**src/rtl/flash_cmd_pkg.sv**
```systemverilog
`timescale 1ns/1ps
package flash_cmd_pkg;

    typedef enum logic [3:0] {
        ST_READ,
        ST_KEY1,
        ST_KEY2,
        ST_PROG_ARM,
        ST_EXT3,
        ST_EXT4,
        ST_EXT5,
        ST_ID,
        ST_IDX1,
        ST_IDX2,
        ST_PROG_RUN,
        ST_ERASE_RUN
    } cmd_state_t;

    localparam logic [7:0] CODE_KEY1  = 8'hAA;
    localparam logic [7:0] CODE_KEY2  = 8'h55;
    localparam logic [7:0] CODE_PROG  = 8'hA0;
    localparam logic [7:0] CODE_EXT   = 8'h80;
    localparam logic [7:0] CODE_ID    = 8'h90;
    localparam logic [7:0] CODE_EXIT  = 8'hF0;
    localparam logic [7:0] CODE_ERASE = 8'h10;
    localparam logic [7:0] CODE_LOCK  = 8'h40;

    localparam logic [7:0] ID_MAKER   = 8'h1F;
    localparam logic [7:0] ID_BOTTOM  = 8'h13;
    localparam logic [7:0] ID_TOP     = 8'h12;

    localparam logic [14:0] KEY_ADDR_A = 15'h5555;
    localparam logic [14:0] KEY_ADDR_B = 15'h2AAA;

endpackage

```
**src/rtl/flash_bus_sampler.sv**
```systemverilog
`timescale 1ns/1ps
module flash_bus_sampler (
    input  logic clk,
    input  logic rst_n,
    input  logic ce_n,
    input  logic oe_n,
    input  logic we_n,
    output logic wr_evt,
    output logic rd_on,
    output logic rd_done
);
    logic wr_lvl;
    logic wr_q;
    logic rd_q;

    assign wr_lvl  = !ce_n && !we_n && oe_n;
    assign rd_on   = !ce_n && !oe_n && we_n;
    assign wr_evt  = wr_lvl && !wr_q;
    assign rd_done = rd_q && !rd_on;

    always_ff @(posedge clk or negedge rst_n) begin
        if (!rst_n) begin
            wr_q <= 1'b0;
            rd_q <= 1'b0;
        end else begin
            wr_q <= wr_lvl;
            rd_q <= rd_on;
        end
    end
endmodule

```
**src/rtl/flash_cmd_fsm.sv**
```systemverilog
`timescale 1ns/1ps
module flash_cmd_fsm
    import flash_cmd_pkg::*;
#(
    parameter int ADDR_W    = 8,
    parameter int PROG_CYC  = 20,
    parameter int ERASE_CYC = 60
) (
    input  logic              clk,
    input  logic              rst_n,
    input  logic              wr_evt,
    input  logic [ADDR_W-1:0] addr,
    input  logic [7:0]        wdata,
    output logic              busy,
    output logic              prog_run,
    output logic              id_mode,
    output logic              prog_go,
    output logic              erase_go,
    output logic              lock_go,
    output logic [ADDR_W-1:0] tgt_addr,
    output logic [7:0]        tgt_data
);
    localparam int CMP_W   = (ADDR_W < 15) ? ADDR_W : 15;
    localparam int MAX_CYC = (ERASE_CYC > PROG_CYC) ? ERASE_CYC : PROG_CYC;
    localparam int CNT_W   = $clog2(MAX_CYC + 1) + 1;
    localparam logic [CMP_W-1:0] KEY_A = KEY_ADDR_A[CMP_W-1:0];
    localparam logic [CMP_W-1:0] KEY_B = KEY_ADDR_B[CMP_W-1:0];

    cmd_state_t        state, nxt;
    logic [CNT_W-1:0]  cnt;
    logic              hit_a, hit_b;
    logic              run_done;

    assign hit_a    = (addr[CMP_W-1:0] == KEY_A);
    assign hit_b    = (addr[CMP_W-1:0] == KEY_B);
    assign run_done = (cnt == '0);

    // next-state decode
    always_comb begin
        nxt = state;
        unique case (state)
            ST_READ:
                if (wr_evt && hit_a && wdata == CODE_KEY1) nxt = ST_KEY1;
            ST_KEY1:
                if (wr_evt) nxt = (hit_b && wdata == CODE_KEY2) ? ST_KEY2 : ST_READ;
            ST_KEY2:
                if (wr_evt) begin
                    nxt = ST_READ;
                    if (hit_a) begin
                        if (wdata == CODE_PROG)     nxt = ST_PROG_ARM;
                        else if (wdata == CODE_EXT) nxt = ST_EXT3;
                        else if (wdata == CODE_ID)  nxt = ST_ID;
                    end
                end
            ST_PROG_ARM:
                if (wr_evt) nxt = ST_PROG_RUN;
            ST_EXT3:
                if (wr_evt) nxt = (hit_a && wdata == CODE_KEY1) ? ST_EXT4 : ST_READ;
            ST_EXT4:
                if (wr_evt) nxt = (hit_b && wdata == CODE_KEY2) ? ST_EXT5 : ST_READ;
            ST_EXT5:
                if (wr_evt) nxt = (hit_a && wdata == CODE_ERASE) ? ST_ERASE_RUN : ST_READ;
            ST_ID:
                if (wr_evt) nxt = (hit_a && wdata == CODE_KEY1) ? ST_IDX1 : ST_READ;
            ST_IDX1:
                if (wr_evt) nxt = (hit_b && wdata == CODE_KEY2) ? ST_IDX2 : ST_READ;
            ST_IDX2:
                if (wr_evt) nxt = ST_READ;
            ST_PROG_RUN:
                if (run_done) nxt = ST_READ;
            ST_ERASE_RUN:
                if (run_done) nxt = ST_READ;
            default:
                nxt = ST_READ;
        endcase
    end

    // state register, timer and program latch
    always_ff @(posedge clk or negedge rst_n) begin
        if (!rst_n) begin
            state    <= ST_READ;
            cnt      <= '0;
            tgt_addr <= '0;
            tgt_data <= '0;
        end else begin
            state <= nxt;
            if (state != ST_PROG_RUN && nxt == ST_PROG_RUN)
                cnt <= CNT_W'(PROG_CYC - 1);
            else if (state != ST_ERASE_RUN && nxt == ST_ERASE_RUN)
                cnt <= CNT_W'(ERASE_CYC - 1);
            else if (cnt != '0)
                cnt <= cnt - 1'b1;
            if (state == ST_PROG_ARM && wr_evt) begin
                tgt_addr <= addr;
                tgt_data <= wdata;
            end
        end
    end

    // outputs
    always_comb begin
        prog_run = (state == ST_PROG_RUN);
        busy     = (state == ST_PROG_RUN) || (state == ST_ERASE_RUN);
        id_mode  = (state == ST_ID) || (state == ST_IDX1) || (state == ST_IDX2);
        prog_go  = (state == ST_PROG_RUN) && run_done;
        erase_go = (state == ST_ERASE_RUN) && run_done;
        lock_go  = (state == ST_EXT5) && wr_evt && hit_a && (wdata == CODE_LOCK);
    end
endmodule

```
**src/rtl/flash_array.sv**
```systemverilog
`timescale 1ns/1ps
module flash_array
    import flash_cmd_pkg::*;
#(
    parameter int ADDR_W   = 8,
    parameter int BOOT_W   = 4,
    parameter bit TOP_BOOT = 1'b0
) (
    input  logic              clk,
    input  logic              rst_n,
    input  logic              prog_go,
    input  logic              erase_go,
    input  logic              lock_go,
    input  logic [ADDR_W-1:0] tgt_addr,
    input  logic [7:0]        tgt_data,
    input  logic [ADDR_W-1:0] rd_addr,
    input  logic              rd_on,
    input  logic              rd_done,
    input  logic              busy,
    input  logic              prog_run,
    input  logic              id_mode,
    output logic [7:0]        rdata,
    output logic              lock_on
);
    localparam int DEPTH = 1 << ADDR_W;
    localparam int HI_W  = ADDR_W - BOOT_W;
    localparam logic [HI_W-1:0] BOOT_TAG = TOP_BOOT ? {HI_W{1'b1}} : {HI_W{1'b0}};
    localparam logic [7:0] DEV_CODE = TOP_BOOT ? ID_TOP : ID_BOTTOM;

    logic [7:0] mem [DEPTH];
    logic       tog;

    function automatic logic shielded(input logic [ADDR_W-1:0] a, input logic lk);
        return lk && (a[ADDR_W-1 -: HI_W] == BOOT_TAG);
    endfunction

    always_ff @(posedge clk or negedge rst_n) begin
        if (!rst_n) begin
            for (int i = 0; i < DEPTH; i++) mem[i] <= 8'hFF;
            lock_on <= 1'b0;
            tog     <= 1'b0;
        end else begin
            if (rd_done) tog <= ~tog;
            if (lock_go) lock_on <= 1'b1;
            if (prog_go && !shielded(tgt_addr, lock_on))
                mem[tgt_addr] <= mem[tgt_addr] & tgt_data;
            if (erase_go) begin
                for (int i = 0; i < DEPTH; i++)
                    if (!shielded(ADDR_W'(i), lock_on)) mem[i] <= 8'hFF;
            end
        end
    end

    always_comb begin
        rdata = 8'h00;
        if (rd_on) begin
            if (busy)
                rdata = {prog_run ? ~tgt_data[7] : 1'b0, tog, 6'b0};
            else if (id_mode) begin
                if (rd_addr == ADDR_W'(0))      rdata = ID_MAKER;
                else if (rd_addr == ADDR_W'(1)) rdata = DEV_CODE;
                else if (rd_addr == ADDR_W'(2)) rdata = {7'b0, lock_on};
            end else
                rdata = mem[rd_addr];
        end
    end
endmodule

```
**src/rtl/flash_cmd_top.sv**
```systemverilog
`timescale 1ns/1ps
module flash_cmd_top #(
    parameter int ADDR_W    = 8,
    parameter int BOOT_W    = 4,
    parameter bit TOP_BOOT  = 1'b0,
    parameter int PROG_CYC  = 20,
    parameter int ERASE_CYC = 60
) (
    input  logic              clk,
    input  logic              rst_n,
    input  logic              ce_n,
    input  logic              oe_n,
    input  logic              we_n,
    input  logic [ADDR_W-1:0] addr,
    input  logic [7:0]        wdata,
    output logic [7:0]        rdata,
    output logic              rdata_oe,
    output logic              busy
);
    logic              wr_evt, rd_on, rd_done;
    logic              prog_run, id_mode, prog_go, erase_go, lock_go, lock_on;
    logic [ADDR_W-1:0] tgt_addr;
    logic [7:0]        tgt_data;

    flash_bus_sampler u_bus (
        .clk(clk), .rst_n(rst_n), .ce_n(ce_n), .oe_n(oe_n), .we_n(we_n),
        .wr_evt(wr_evt), .rd_on(rd_on), .rd_done(rd_done)
    );

    flash_cmd_fsm #(.ADDR_W(ADDR_W), .PROG_CYC(PROG_CYC), .ERASE_CYC(ERASE_CYC)) u_fsm (
        .clk(clk), .rst_n(rst_n), .wr_evt(wr_evt), .addr(addr), .wdata(wdata),
        .busy(busy), .prog_run(prog_run), .id_mode(id_mode),
        .prog_go(prog_go), .erase_go(erase_go), .lock_go(lock_go),
        .tgt_addr(tgt_addr), .tgt_data(tgt_data)
    );

    flash_array #(.ADDR_W(ADDR_W), .BOOT_W(BOOT_W), .TOP_BOOT(TOP_BOOT)) u_arr (
        .clk(clk), .rst_n(rst_n), .prog_go(prog_go), .erase_go(erase_go),
        .lock_go(lock_go), .tgt_addr(tgt_addr), .tgt_data(tgt_data),
        .rd_addr(addr), .rd_on(rd_on), .rd_done(rd_done), .busy(busy),
        .prog_run(prog_run), .id_mode(id_mode), .rdata(rdata), .lock_on(lock_on)
    );

    assign rdata_oe = rd_on;
endmodule

```
**config.mk**
```make
export PLATFORM = sky130hd
export DESIGN_NAME = flash_cmd_top
export DESIGN_NICKNAME = d
export VERILOG_FILES = /design/src/rtl/flash_cmd_pkg.sv /design/src/rtl/flash_bus_sampler.sv /design/src/rtl/flash_cmd_fsm.sv /design/src/rtl/flash_array.sv /design/src/rtl/flash_cmd_top.sv
export SDC_FILE = /design/constraint.sdc
export NUM_CORES = 2
export LEC_CHECK = 0
export BUFFER_PORTS_ARGS = -buffer_cell sky130_fd_sc_hd__clkbuf_2
export CORE_ASPECT_RATIO = 1.1
export CORE_MARGIN = 1
export CORE_UTILIZATION = 40
export DETAILED_ROUTE_END_ITERATION = 6
export PLACE_DENSITY = 0.55
export SLEW_MARGIN = 20
export SYNTH_ARGS = -nofsm -noshare
export SYNTH_HDL_FRONTEND = slang
export SYNTH_HIERARCHICAL = 1
export SYNTH_SLANG_ARGS = --single-unit
```
**constraint.sdc**
```tcl
create_clock -name clk -period 5.01 [get_ports clk]
set_input_delay 1.002 -clock clk [delete_from_list [all_inputs] [get_ports clk]]
set_output_delay 1.002 -clock clk [all_outputs]
set_load 0.02 [all_outputs]
```
==> flow_metrics.env <==
export IMPL_status="finished with violations"
export IMPL_violations="negative setup slack"
export IMPL_async_flop_share=1.00
export IMPL_io_buffer_count=30
export IMPL_worst_path_dominant_cell_family="compound AO/OA/AOI/OAI gates"
export IMPL_regArea_um2=54600
export IMPL_fill_cells=25897
export IMPL_fin_cells=13866
export IMPL_synth_fa_ha_area_frac=0.000108
export IMPL_overflow=0
export IMPL_net_switching_power_mw=9.00
export IMPL_fin_nets=9843
export IMPL_synthFlopType="dfstp_2"
export IMPL_internal_power_mw=28.4
export IMPL_dr_total_vias=92933
export IMPL_io_pins=31
export IMPL_fin_crit_sh=1.04
export IMPL_synth_area_per_cell_um2=11.7
export IMPL_drt_met1_wl_um=179000
export IMPL_die_h_um=566
export IMPL_areaGrowthSynthToFinish_pct=14.9
export IMPL_hold_class="primary input to asynchronous set/reset pin"
export IMPL_top_layer="met5"
export IMPL_synth_top_family_by_area="multiplexers"
export IMPL_core_um2=287000
export IMPL_clockBufferDepth=4
export IMPL_maxSlewHeadroom=0.117
export IMPL_worstPathMaxFanout=36
export IMPL_dr_pass1_iters=7
export IMPL_crit_chain="buf_4, and4b_1, nand2_1, a2111oi_0, buf_4, a31oi_1, o2111ai_1, o41ai_2, buf_4, buf_12, o21ai_0"
export IMPL_clock_sinks=2079
export IMPL_dp_cells=13381
export IMPL_die_area_um2=292000
export IMPL_cp_slowest_cell="a2111oi_0"
export IMPL_combPwrFrac=0.061
export IMPL_grt_usage=0.316
export IMPL_drt_iter0_markers=12772
export IMPL_utilization=0.463
export IMPL_wirelength_um=469000
export IMPL_avgRoutedWirePerCell_um=33.8
export IMPL_vias_per_cell=6.70
export IMPL_wl_met2_um=207000
export IMPL_gp_congestion=0.977
export IMPL_worstPathArrival_ns=5.97
export IMPL_criticalPathCategory="flip-flop to flip-flop"
export IMPL_synth_edf_count=0
export IMPL_cts_buffers=227
export IMPL_ys_seq_elements=2079
export IMPL_syn_area_um2=116000
export IMPL_p_clk_frac=0.484
export IMPL_clock_skew_ns=0.0839
export IMPL_synth_cells=9883
export IMPL_yosys_cell_types_count=91
export IMPL_postCtsHoldBufs=0
export IMPL_clk_latency_ns=0.95
export IMPL_max_freq_ghz=0.193
export IMPL_drc_errors=0
export IMPL_synth_warnings=6
export IMPL_crit_buf_inv=4
export IMPL_place_hpwl_um=312000
export IMPL_fp_row_count=206
export IMPL_worstMarginPinSlew_ns=1.29
export IMPL_h_tree_depth=4
export IMPL_rsz0062_at_grt="true"
export IMPL_cts_tree="built"
export IMPL_slowest_delay_ns=1.18
export IMPL_yosysSeqAreaShare=0.471
export IMPL_cts_root_buffer="clkbuf_16"
export IMPL_endpoint_kind="flip-flop"
export IMPL_final_hold_viol_count=0
export IMPL_antenna_found_initial=26
export IMPL_slew_violations=0
export IMPL_clkTransAtPathRegs_ns=0.06
export IMPL_synth_fp_nets=9905
export IMPL_p_leak_nw=45.5
export IMPL_swShare=0.241
export IMPL_fp_dieW_um=515
export IMPL_grt_max_degree=179
export IMPL_vdd_drop_max_mv=0.289
export IMPL_setup_violations_final=249
export IMPL_finalWorstSetupSlack_ns=-0.183
export IMPL_cap_violations=0
export IMPL_crit_top_cell="buf_4"
export IMPL_powerDensity_nw_per_um2=281
export IMPL_multi_input_area_um2=56600
export IMPL_fin_tns_setup_ns=-20.67
export IMPL_synth_compound_area_frac=0.204
export IMPL_grt_pass1_wl_um=673000
export IMPL_wl_met3_um=49200
export IMPL_grt_pass1_vias=89507
export IMPL_drive_above_1_share=0.460
export IMPL_muxShareOfSynthArea=0.243
export IMPL_layout_min_cycle_time_ns=5.19
export IMPL_antenna_left=0
export IMPL_synthXorXnorAreaFrac=0.000378
export IMPL_synthSimpleGateAreaFrac=0.0357
export IMPL_start_util=0.403
export IMPL_timing_hold_ws_ns=0.239
export IMPL_share_seq_of_total_power=0.454
export IMPL_worstPathRequired_ns=5.79
export IMPL_start_kind="flip-flop"
==> power by group through the flow <==
| stage | clock network (mW) | registers, mW | logic, mW |
|---|---|---|---|
| 3_3_place_gp | 0 | 17.2 | 2.09 |
| 2_1_floorplan | 0 | 17.2 | 0.967 |
| 6_report | 18.1 | 17.0 | 2.29 |
| 4_1_cts | 18.4 | 17.0 | 2.21 |
| 3_5_place_dp | 0 | 17.2 | 2.12 |
| 5_1_grt | 19.0 | 17.0 | 2.38 |
==> worst reg2reg max path: cells and delay by family, from the launching register on <==
kind | cells | cell delay [ns]
compound gates | 5 | 1.77
simple gates | 2 | 1.12
flops | 1 | 1.00
buf+inv | 4 | 1.15
==> sequential cells by signal, summed over array words and instances, names as in the netlist <==
| signal | count |
|---|---|
| u_fsm/tgt_data | 8 |
| u_arr/mem | 2048 |
| u_arr/tog | 1 |
| u_fsm/tgt_addr | 8 |
| u_fsm/state | 4 |
| u_bus/rd_q | 1 |
| u_bus/wr_q | 1 |
| u_fsm/cnt | 7 |
| u_arr/lock_on | 1 |
==> per-stage QoR <==
stage	area, um2	power (mW)	setup slack [ns]
final	133000	37.4	-0.183
after global routing	133000	38.3	-0.0594
after CTS	132000	37.5	-0.000580
after detailed placement	124000	19.3	-1.20
after global placement	124000	19.3	-1.43
after floorplan	116000	18.1	0.0694
==> repair_timing <==
action	in CTS	in global routing
cloned	6	3
resized for setup	86	46
buffers inserted	25	28
endpoints found under the hold margin	0	0
pin swaps	12	15
endpoints found under the setup margin	8	8
==> final timing paths <==
path / from / endpoint / slack, ns / cells past startpoint
worst max-delay path: u_fsm/tgt_addr[7]$_DFFE_PN0P_ / u_arr/mem[725]$_DFFE_PN1P_ / -0.18 / 11
worst min-delay path: rst_n / u_fsm/tgt_data[1]$_DFFE_PN0P_ / 0.24 / 1
worst max register to register: u_fsm/tgt_addr[7]$_DFFE_PN0P_ / u_arr/mem[725]$_DFFE_PN1P_ / -0.18 / 11
worst min register to register: u_arr/tog$_DFFE_PN0P_ / u_arr/tog$_DFFE_PN0P_ / 0.50 / 1
max in group asynchronous: rst_n / u_fsm/tgt_data[2]$_DFFE_PN0P_ / 3.41 / 2
min in group clk: we_n / u_bus/wr_q$_DFF_PN0_ / 0.29 / 2
==> per-layer routing <==
layer / global-route usage / vias to the layer above
met4: 0.194 / 12
met1: 0.417 / 48117
met3: 0.0804 / 1278
li1: - / 38033
met2: 0.468 / 5493
met5: 0 / -
==> Yosys cell counts (33+ instances only) <==
cell | instances | share of area
o31ai_1 | 261 | 0.017
buf_1 | 65 | 0.0021
o211ai_1 | 213 | 0.014
o22ai_1 | 50 | 0.0027
a21oi_1 | 1825 | 0.079
clkbuf_1 | 852 | 0.028
buf_4 | 45 | 0.0029
o21ai_2 | 52 | 0.0039
nor2_1 | 80 | 0.0026
nand2_1 | 619 | 0.020
mux2_2 | 33 | 0.0032
a22oi_1 | 100 | 0.0065
dfstp_2 | 2048 | 0.46
nand3_1 | 55 | 0.0024
mux4_2 | 1063 | 0.21
mux2i_1 | 348 | 0.030
o21ai_0 | 1477 | 0.064
buf_2 | 159 | 0.0069
a32oi_1 | 102 | 0.0077
==> layout by cell type, fill, tap and decap left out, types with 14 or more instances in the layout <==
cell type,synthesis,final
clkbuf_8,0,54
nand3_1,55,55
o211ai_1,213,213
mux2i_1,348,346
clkbuf_2,17,23
mux4_2,1063,1063
clkbuf_16,0,232
o21ai_0,1477,1466
nor2b_1,22,18
dfrtp_1,31,20
o22ai_1,50,46
diode_2,0,15
a22o_1,19,18
a211oi_1,20,17
o21ai_2,52,55
buf_4,45,684
clkinv_2,0,40
buf_12,3,147
nand4_1,16,16
nor2_4,0,14
nor2_1,80,60
a21oi_1,1825,1820
buf_16,0,15
nand2_1,619,614
o31ai_1,261,256
a32oi_1,102,102
clkbuf_1,852,40
nor3_2,0,16
mux2_2,33,33
a22oi_1,100,96
bufinv_16,0,30
dfstp_2,2048,2048
==> layout make-up <==
cell class                      count  share of cell area
Timing Repair Buffer              890              0.0670
Tap cell                         3848              0.0362
Clock buffer                      323              0.0498
Inverter                           19            0.000706
Antenna cell                       15            0.000282
Multi-Input combinational cell   6604               0.426
Sequential cell                  2079               0.411
Clock inverter                     88             0.00956
==> cells by family (layout without fill, tap and decap cells) <==
group,Yosys count,in the layout
buf+inv,1200,1320
other cells,0,15
fa+ha+maj,1,1
xor+xnor,5,5
mux,1455,1455
flops,2079,2079
compound gates,4213,4213
simple gates,930,930
(Power assumes the default switching activity.)
